<file path="src/rtl/seqctl_pkg.sv">
package seqctl_pkg;

    // Sub-cycle encoding; the datapath decodes these values
    typedef enum logic [1:0] {
        CYC_FETCH = 2'b00,
        CYC_INDIR = 2'b01,
        CYC_EXEC  = 2'b10,
        CYC_INTR  = 2'b11
    } cyc_e;

    // Positions in the one-hot opcode vector
    localparam int OP_ADD = 0;
    localparam int OP_ISZ = 1;
    localparam int OP_BSA = 2;
    localparam int N_OP   = 3;

    typedef struct packed {
        logic mar_pc;
        logic mar_ir;
        logic mar_vec;
        logic mbr_mem;
        logic mbr_pc;
        logic mbr_inc;
        logic ir_load;
        logic ir_addr;
        logic pc_inc;
        logic pc_ir;
        logic pc_vec;
        logic ac_add;
        logic mem_rd;
        logic mem_wr;
        logic ie_clr;
    } ctl_t;

endpackage

</file>
<file path="src/rtl/seqctl_opdec.sv">
module seqctl_opdec
    import seqctl_pkg::*;
#(
    parameter int OPC_W = 4,
    parameter logic [OPC_W-1:0] OPC_ADD = 4'd1,
    parameter logic [OPC_W-1:0] OPC_ISZ = 4'd2,
    parameter logic [OPC_W-1:0] OPC_BSA = 4'd3
) (
    input  logic [OPC_W-1:0] opc_i,
    output logic [N_OP-1:0]  hot_o
);
    localparam logic [OPC_W-1:0] CODE [N_OP] = '{OPC_ADD, OPC_ISZ, OPC_BSA};

    for (genvar g = 0; g < N_OP; g++) begin : g_dec
        assign hot_o[g] = (opc_i == CODE[g]);
    end


    always_comb begin
        op_onehot_chk: assert ($onehot0(hot_o));
    end
endmodule

</file>
<file path="src/rtl/seqctl_ucode.sv">
module seqctl_ucode
    import seqctl_pkg::*;
#(
    parameter int STEP_W = 3
) (
    input  cyc_e              cyc_i,
    input  logic [STEP_W-1:0] step_i,
    input  logic [N_OP-1:0]   hot_i,
    input  logic              zero_i,
    output ctl_t              ctl_o,
    output logic              last_o
);
    always_comb begin
        ctl_o  = '0;
        last_o = 1'b0;
        unique case (cyc_i)
            CYC_FETCH: begin
                case (step_i)
                    STEP_W'(0): ctl_o.mar_pc = 1'b1;
                    STEP_W'(1): begin
                        ctl_o.mem_rd = 1'b1;
                        ctl_o.pc_inc = 1'b1;
                    end
                    STEP_W'(2): ctl_o.mbr_mem = 1'b1;
                    STEP_W'(3): ctl_o.ir_load = 1'b1;
                    default:    last_o = 1'b1;
                endcase
            end
            CYC_INDIR: begin
                case (step_i)
                    STEP_W'(0): ctl_o.mar_ir  = 1'b1;
                    STEP_W'(1): ctl_o.mem_rd  = 1'b1;
                    STEP_W'(2): ctl_o.mbr_mem = 1'b1;
                    default: begin
                        ctl_o.ir_addr = 1'b1;
                        last_o        = 1'b1;
                    end
                endcase
            end
            CYC_EXEC: begin
                if (hot_i[OP_ADD]) begin
                    case (step_i)
                        STEP_W'(0): ctl_o.mar_ir  = 1'b1;
                        STEP_W'(1): ctl_o.mem_rd  = 1'b1;
                        STEP_W'(2): ctl_o.mbr_mem = 1'b1;
                        default: begin
                            ctl_o.ac_add = 1'b1;
                            last_o       = 1'b1;
                        end
                    endcase
                end else if (hot_i[OP_ISZ]) begin
                    case (step_i)
                        STEP_W'(0): ctl_o.mar_ir  = 1'b1;
                        STEP_W'(1): ctl_o.mem_rd  = 1'b1;
                        STEP_W'(2): ctl_o.mbr_mem = 1'b1;
                        STEP_W'(3): ctl_o.mbr_inc = 1'b1;
                        default: begin
                            ctl_o.mem_wr = 1'b1;
                            ctl_o.pc_inc = zero_i;
                            last_o       = 1'b1;
                        end
                    endcase
                end else if (hot_i[OP_BSA]) begin
                    case (step_i)
                        STEP_W'(0): begin
                            ctl_o.mar_ir = 1'b1;
                            ctl_o.mbr_pc = 1'b1;
                        end
                        STEP_W'(1): begin
                            ctl_o.mem_wr = 1'b1;
                            ctl_o.pc_ir  = 1'b1;
                        end
                        default: begin
                            ctl_o.pc_inc = 1'b1;
                            last_o       = 1'b1;
                        end
                    endcase
                end else begin
                    last_o = 1'b1;
                end
            end
            CYC_INTR: begin
                case (step_i)
                    STEP_W'(0): begin
                        ctl_o.mar_vec = 1'b1;
                        ctl_o.mbr_pc  = 1'b1;
                    end
                    default: begin
                        ctl_o.mem_wr = 1'b1;
                        ctl_o.pc_vec = 1'b1;
                        ctl_o.ie_clr = 1'b1;
                        last_o       = 1'b1;
                    end
                endcase
            end
            default: last_o = 1'b1;
        endcase
    end
endmodule

</file>
<file path="src/rtl/seqctl_timer.sv">
module seqctl_timer
    import seqctl_pkg::*;
#(
    parameter int STEP_W = 3
) (
    input  logic              clk,
    input  logic              rst_n,
    input  logic              last_i,
    input  cyc_e              nxt_cyc_i,
    output cyc_e              cyc_o,
    output logic [STEP_W-1:0] step_o
);
    typedef struct packed {
        cyc_e              cyc;
        logic [STEP_W-1:0] step;
    } tstate_t;

    tstate_t st_d, st_q;

    always_comb begin
        st_d = st_q;
        if (last_i) begin
            st_d.cyc  = nxt_cyc_i;
            st_d.step = '0;
        end else begin
            st_d.step = st_q.step + STEP_W'(1);
        end
    end

    always_ff @(posedge clk or negedge rst_n) begin
        if (!rst_n) begin
            st_q <= '{cyc: CYC_FETCH, step: '0};
        end else begin
            st_q <= st_d;
        end
    end

    assign cyc_o  = st_q.cyc;
    assign step_o = st_q.step;
endmodule

</file>
<file path="src/rtl/seqctl_top.sv">
module seqctl_top
    import seqctl_pkg::*;
#(
    parameter int OPC_W  = 4,
    parameter int STEP_W = 3,
    parameter logic [OPC_W-1:0] OPC_ADD = 4'd1,
    parameter logic [OPC_W-1:0] OPC_ISZ = 4'd2,
    parameter logic [OPC_W-1:0] OPC_BSA = 4'd3
) (
    input  logic              clk,
    input  logic              rst_n,
    input  logic [OPC_W-1:0]  opc_i,
    input  logic              ind_i,
    input  logic              irq_i,
    input  logic              ie_i,
    input  logic              zero_i,
    output logic [1:0]        cyc_o,
    output logic [STEP_W-1:0] step_o,
    output logic              mar_pc_o,
    output logic              mar_ir_o,
    output logic              mar_vec_o,
    output logic              mbr_mem_o,
    output logic              mbr_pc_o,
    output logic              mbr_inc_o,
    output logic              ir_load_o,
    output logic              ir_addr_o,
    output logic              pc_inc_o,
    output logic              pc_ir_o,
    output logic              pc_vec_o,
    output logic              ac_add_o,
    output logic              mem_rd_o,
    output logic              mem_wr_o,
    output logic              ie_clr_o
);
    logic [N_OP-1:0]   hot;
    cyc_e              cyc_q;
    logic [STEP_W-1:0] step_q;
    ctl_t              ctl;
    logic              last;
    cyc_e              nxt_cyc_d;

    seqctl_opdec #(
        .OPC_W  (OPC_W),
        .OPC_ADD(OPC_ADD),
        .OPC_ISZ(OPC_ISZ),
        .OPC_BSA(OPC_BSA)
    ) i_opdec (
        .opc_i(opc_i),
        .hot_o(hot)
    );

    seqctl_ucode #(.STEP_W(STEP_W)) i_ucode (
        .cyc_i (cyc_q),
        .step_i(step_q),
        .hot_i (hot),
        .zero_i(zero_i),
        .ctl_o (ctl),
        .last_o(last)
    );

    // Sub-cycle that follows the current one once its last step ends
    always_comb begin
        unique case (cyc_q)
            CYC_FETCH: nxt_cyc_d = ind_i ? CYC_INDIR : CYC_EXEC;
            CYC_INDIR: nxt_cyc_d = CYC_EXEC;
            CYC_EXEC:  nxt_cyc_d = (irq_i && ie_i) ? CYC_INTR : CYC_FETCH;
            default:   nxt_cyc_d = CYC_FETCH;
        endcase
    end

    seqctl_timer #(.STEP_W(STEP_W)) i_timer (
        .clk      (clk),
        .rst_n    (rst_n),
        .last_i   (last),
        .nxt_cyc_i(nxt_cyc_d),
        .cyc_o    (cyc_q),
        .step_o   (step_q)
    );

    assign cyc_o     = cyc_q;
    assign step_o    = step_q;
    assign mar_pc_o  = ctl.mar_pc;
    assign mar_ir_o  = ctl.mar_ir;
    assign mar_vec_o = ctl.mar_vec;
    assign mbr_mem_o = ctl.mbr_mem;
    assign mbr_pc_o  = ctl.mbr_pc;
    assign mbr_inc_o = ctl.mbr_inc;
    assign ir_load_o = ctl.ir_load;
    assign ir_addr_o = ctl.ir_addr;
    assign pc_inc_o  = ctl.pc_inc;
    assign pc_ir_o   = ctl.pc_ir;
    assign pc_vec_o  = ctl.pc_vec;
    assign ac_add_o  = ctl.ac_add;
    assign mem_rd_o  = ctl.mem_rd;
    assign mem_wr_o  = ctl.mem_wr;
    assign ie_clr_o  = ctl.ie_clr;


    step_restart_chk: assert property (@(posedge clk) disable iff (!rst_n)
        (cyc_o != $past(cyc_o)) |-> (step_o == '0));


    read_latency_chk: assert property (@(posedge clk) disable iff (!rst_n)
        mem_rd_o |=> mbr_mem_o);


    indir_to_exec_chk: assert property (@(posedge clk) disable iff (!rst_n)
        ir_addr_o |=> (cyc_o == 2'b10) && (step_o == '0));


    skip_needs_zero_chk: assert property (@(posedge clk) disable iff (!rst_n)
        (cyc_o == 2'b10 && mem_wr_o && pc_inc_o) |-> zero_i);


    ie_clr_in_intr_chk: assert property (@(posedge clk) disable iff (!rst_n)
        ie_clr_o |-> (cyc_o == 2'b11));


    single_source_chk: assert property (@(posedge clk) disable iff (!rst_n)
        $onehot0({mar_pc_o, mar_ir_o, mar_vec_o}) &&
        $onehot0({mbr_mem_o, mbr_pc_o, mbr_inc_o}) &&
        $onehot0({pc_inc_o, pc_ir_o, pc_vec_o}));
endmodule

</file>
<file path="config.mk">
export PLATFORM = sky130hd
export DESIGN_NAME = seqctl_top
export DESIGN_NICKNAME = d
export VERILOG_FILES = /design/src/rtl/seqctl_pkg.sv /design/src/rtl/seqctl_opdec.sv /design/src/rtl/seqctl_ucode.sv /design/src/rtl/seqctl_timer.sv /design/src/rtl/seqctl_top.sv
export SDC_FILE = /design/constraint.sdc
export NUM_CORES = 1
export LEC_CHECK = 0
export BUFFER_PORTS_ARGS = -buffer_cell sky130_fd_sc_hd__buf_2
export CORE_UTILIZATION = 30
export CTS_BUF_LIST = sky130_fd_sc_hd__clkbuf_8
export CTS_CLUSTER_SIZE = 14
export DETAILED_ROUTE_END_ITERATION = 12
export PLACE_DENSITY = 0.53
export SYNTH_ARGS = -nofsm -noshare
export SYNTH_HDL_FRONTEND = slang
export SYNTH_SLANG_ARGS = --single-unit
</file>
<file path="constraint.sdc">
create_clock -name clk -period 4.9 [get_ports clk]
set_clock_uncertainty 0.15 [all_clocks]
set_input_delay 0.245 -clock clk [delete_from_list [all_inputs] [get_ports clk]]
set_output_delay 0.245 -clock clk [all_outputs]
set_load 0.01 [all_outputs]
</file>
==> Word level (Yosys, flattened, before mapping) <==
Cells that the tools add are included.
{ "word_totals": {"reg_bits": 5, "out_inout_bits": 20, "wordCells": 70} }
{ "classes": {"n_addsub": 1, "eq_ne": 9, "n_mux": 51, "reduce_logical": 7} }
{ "op_table": {"columns": ["operator", "count"], "rows": [
  ["$mux W1", 36],
  ["$mux W2", 6],
  ["$pmux W1 S2", 6],
  ["$eq A4 B2 Y1 const B", 2],
  ["$eq A3 B2 Y1 const B", 2],
  ["$pmux W2 S3", 1],
  ["$eq A2 B2 Y1 const B", 2],
  ["$eq A4 B1 Y1 const B", 1],
  ["$pmux W1 S4", 1],
  ["$reduce_or A2 Y1", 2],
  ["$reduce_or A4 Y1", 1],
  ["$add A3 B1 Y3 const B", 1],
  ["$eq A3 B1 Y1 const B", 1],
  ["$logic_not A3 Y1", 1],
  ["$mux W3", 1],
  ["$reduce_or A3 Y1", 1],
  ["$eq A2 B1 Y1 const B", 1],
  ["$logic_not A2 Y1", 1],
  ["$logic_and A1 B1 Y1", 1]
]} }

==> Longest topological paths before layout <==
{ "depth": {"ltp_word": 8, "depth_mapped": 7, "ltp_nobuf": 7} }

==> By module <==
A second synthesis with hierarchy kept.
{ "unflattened": {"hier_cells": 69, "area_unflattened_um2": 570.5} }
{ "modules_own_cells": {"columns": ["module", "instances", "cells_per_inst", "area_each_um2", "seq_area_each_um2"], "rows": [
  ["seqctl_ucode", 1, 49, 326.6, 0.0],
  ["seqctl_timer", 1, 12, 185.2, 125.1],
  ["seqctl_top", 1, 5, 31.3, 0.0],
  ["seqctl_opdec", 1, 3, 27.5, 0.0]
]} }

==> Worst setup path after synthesis <==
OpenSTA, ideal clock, no wires.
{ "synth_timing": {"path_kind": "register -> register", "from": "register i_timer.st_q (netlist bit i_timer.step_o[0])", "to": "register i_timer.st_q (netlist bit i_timer.cyc_o[0])", "setup_time_ns": 0.125, "arrival_time_ns": 1.783, "setup_slack_ns": 2.842, "path_stages_with_launch": 7, "n_path_buf": 0, "synth_period_minus_slack_ns": 2.058, "cell_sequence": "dfrtp_1 ha_1 ha_1 o21a_2 a2111oi_4 o21ai_2 mux2_4"} }
{ "synth_between": {"elab_chain_cells": 7, "elab_cells_between_ends": 15, "classes_between": "eq/ne: 3; mux: 8; reduce/logical: 4"} }
{ "synth_lines": {"columns": ["item", "line", "text"], "rows": [
  ["start: declaration", "seqctl_timer.sv:18", "tstate_t st_d, st_q;"],
  ["start signal: assignment", "seqctl_timer.sv:32", "st_q <= '{cyc: CYC_FETCH, step: '0};"],
  ["start signal: assignment", "seqctl_timer.sv:34", "st_q <= st_d;"],
  ["$eq A3 B1 Y1 or $logic_not A3 Y1 (tied branches)", null, null],
  ["$reduce_or A2 Y1 (no source line)", null, null],
  ["$mux W1", "seqctl_ucode.sv:64", "case (step_i)"],
  ["$mux W1", "seqctl_ucode.sv:63", "end else if (hot_i[OP_BSA]) begin"],
  ["$mux W1", "seqctl_ucode.sv:51", "end else if (hot_i[OP_ISZ]) begin"],
  ["$mux W1", "seqctl_ucode.sv:41", "if (hot_i[OP_ADD]) begin"],
  ["$pmux W1 S4 (*)", "seqctl_ucode.sv:16", "unique case (cyc_i)"]
]} }
Every way passes the cells marked *; elsewhere a longest branch is shown, timed or not.
A chain may end at the register's enable or synchronous reset.

==> Final worst setup path <==
{ "layout_timing": {"from": "register i_timer.st_q (netlist bit i_timer.cyc_o[0])", "to": "output port mbr_mem_o"} }
{ "layout_between": {"elab_chain_cells": 3, "elab_cells_between_ends": 5, "classes_between": "eq/ne: 2; mux: 1; reduce/logical: 2"} }
{ "layout_lines": {"columns": ["item", "line", "text"], "rows": [
  ["$eq A2 B1 Y1 or $logic_not A2 Y1 (tied branches)", "seqctl_ucode.sv:16", null],
  ["$reduce_or A2 Y1 (no source line)", null, null],
  ["$pmux W1 S2 (*)", "seqctl_ucode.sv:16", null],
  ["end: declaration", "seqctl_top.sv:22", "output logic mbr_mem_o,"]
]} }
Marks and branches as above.

==> key figures <==
Outcome
  • Status: completed

Run
  • Max_cap viols: 0

Die
  • Die H: 49.2 µm
  • Placeable Area: 0.00202 mm²
  • Row Count: 16
  • IO Pins: 30
  • Starting Density: 33.0%
  • Die area: 0.00242 mm²
  • Die width: 49.2 µm

Worst setup path
  • Kind of cell adding the most delay to the critical path: simple AND/OR/NAND/NOR gates
  • Critical Path RT: 4510 ps
  • Data arrival, critical path: 2090 ps
  • Largest fanout on the critical path: 7
  • Worst path slowest cell: dfrtp_1
  • Slowest stage delay, CP: 440 ps
  • Setup crit end kind: output port
  • Setup CP Type: reg2out
  • Crit-path cells: inv_1 > ha_1 > nor3b_2 > o21ai_1 > a21o_1 > nor3b_1 > buf_2
  • Buffers and inverters on the worst path: 2
  • Worst setup SP type: register

Final layout
  • Net count, final: 133
  • # diodes: 0
  • Storage cell area: 125 µm²
  • Fin util: 43.4%
  • Cell area after layout: 878 µm²
  • Layout cells sized above 1: 35.7%
  • Syn-to-layout area delta: 31.7%
  • Fill count: 219
  • Area of the multi-input gates: 493 µm²

Placement
  • Pre-CTS setup slack: 2630 ps
  • DP HPWL: 1.25 mm
  • GPL Wtd Cong: 0.775
  • PortBufs: 29
  • Post-DP Area: 823 µm²

Clock tree
  • Root Driver: clkbuf_8
  • H-tree depth: 1
  • Clk pin slew, worst setup/hold paths: 30 ps
  • CTS max path bufs: 2
  • CTS tree: yes
  • CTS Sinks: 5
  • Worst-Skew Late Latency: 220 ps
  • Num CTS Buffers: 3

Global route
  • Gr usage total: 13.9%
  • Vias in the first global route: 595
  • Met2 Usage GRT: 22.8%
  • Grt peak-use layer: met2
  • Initial antenna violation count: 0
  • Met1 Usage GRT: 18.4%
  • First-pass GRT wire length: 2.60 mm
  • Grt total ovfl: 0
  • Largest net degree at the start of global routing: 11
  • GR met3 Demand/Resource: 3.12%

Timing
  • Max frequency: 403 MHz
  • Slew HR: 73.7%
  • Worst-Margin Slew: 393 ps
  • Final period util: 50.7%
  • Setup_tns: 0 ps
  • Hold Fails Final Rpt: 0
  • PnR worst setup slack: 2420 ps
  • RSZ-0062 raised after global routing: false
  • Final Max Tran Viols: 0
  • Period minus WS final: 2480 ps
  • Final setup fails: 0

Yosys
  • Seq cells post-synth: 5
  • Top post-synthesis cells by count: 10 x ha_1, 8 x nor2_1, 7 x inv_1
  • Seq/Total Area, Yosys: 18.8%
  • Synth async-reset ratio: 100%
  • Post-Syn Nets: 101
  • Synth Instances: 81
  • Cell Area, Synth: 667 µm²
  • Top FF cell, synth: dfrtp_1
  • Yosys warns: 0
  • Unique masters post-synth: 27
  • Post-synth top area cell: dfrtp_1
  • Top-count cell post-synth: ha_1
  • Post-synth EDFFs: 0
  • Avg Cell Area, Syn: 8.23 µm²
  • Ranking of synthesized cells by area: dfrtp_1 19%, ha_1 19%, and2_1 5.6%
  • Top-area cell type share of the netlist area: 18.8%

Pwr
  • NetSw: 228 µW
  • P_int: 267 µW
  • Pwr dens: 563 mW/mm²
  • Clock power share: 14.4%
  • Sw frac: 46.1%
  • Comb power frac: 68.9%
  • Lkg Pwr: 0.000455 µW
  • Worst vdd ir: 0.307 mV
  • Sequential Power Share: 16.7%

Hold path
  • Worst min path class: in2async

Route
  • Antenna-violating nets left: 0
  • Remaining DRCs: 0
  • Via count: 640
  • First-pass DRT Iterations: 3
  • Via/cell ratio: 4.60
  • 1st-iter DRT viols: 7
  • Wire per inst: 11.0 µm
  • Final wirelength: 1.53 mm
## repair_timing
item,in CTS,in global routing
endpoints found under the hold margin,5,0
hold buffers,1,0
buffers inserted,0,0
gates resized for setup,0,0
## cell families after synthesis
family	share of synthesized area [%]
AO/OA/AOI/OAI	20.6
buffers and inverters	7.32
adder cells (fa/ha/maj)	18.8
multiplexers	4.50
AND/OR/NAND/NOR	30.0
flip-flops	18.8
## power by group through the flow
stage | Sequential [µW] | Clock [µW] | Combinational [µW]
6_report | 82.6 | 71.2 | 341
5_1_grt | 86.6 | 78.4 | 385
4_1_cts | 82.7 | 73.2 | 348
3_5_place_dp | 83.6 | 0 | 344
3_3_place_gp | 82.1 | 0 | 344
2_1_floorplan | 83.6 | 0 | 246
## state kept, by name, summed over array words and instances, names as in the netlist
name,flops
i_timer.step_o,3
i_timer.cyc_o,2
## per-layer routing
layer / vias up / routed length, µm
met5: - / 0
met2: 21 / 679
met4: 0 / 0
met1: 281 / 767
met3: 0 / 86
li1: 338 / -
## stage by stage
step / total power [µW] / cells / hold slack, ps
finish: 495 / 139 / 231
global route: 549 / 139 / 253
CTS: 503 / 139 / 226
detailed placement: 428 / 134 / -87.7
global placement: 426 / 134 / -90.4
floorplan: 330 / 81 / -201
## worst paths after layout
path / start / endpoint / slack [ps] / depth (start not counted)
worst min-delay path: rst_n / i_timer.step_o[0] / 230 / 2
max in group asynchronous: rst_n / i_timer.cyc_o[1] / 4240 / 2
worst max-delay path: i_timer.cyc_o[0] / mbr_mem_o / 2420 / 7
worst min register to register: i_timer.step_o[0] / i_timer.step_o[0] / 500 / 2
min in group clk: ind_i / i_timer.cyc_o[0] / 330 / 4
worst max register to register: i_timer.cyc_o[0] / i_timer.cyc_o[1] / 2710 / 7
## cell type report
type / instances / share of cell area, %
clock buffers: 3 / 4.70
inverters: 7 / 2.99
flip-flops and latches: 5 / 14.2
repair buffers: 30 / 17.7
multi-input cells: 66 / 56.1
clock inverters: 1 / 0.427
well taps: 27 / 3.85
## placed cells by master (no fill, tap or decap), drive strengths merged, types with 2 or more instances in the layout
cell type	Yosys	final
buf	3	29
ha	10	10
inv	7	8
nor2	8	8
a21oi	6	6
and2	6	6
nor2b	6	6
nand2	5	5
dfrtp	5	5
o21ai	5	5
nor3b	4	4
clkbuf	0	3
nor3	2	2
nand2b	2	2
a31oi	2	2
mux2	2	2
(Power assumes the default switching activity.)
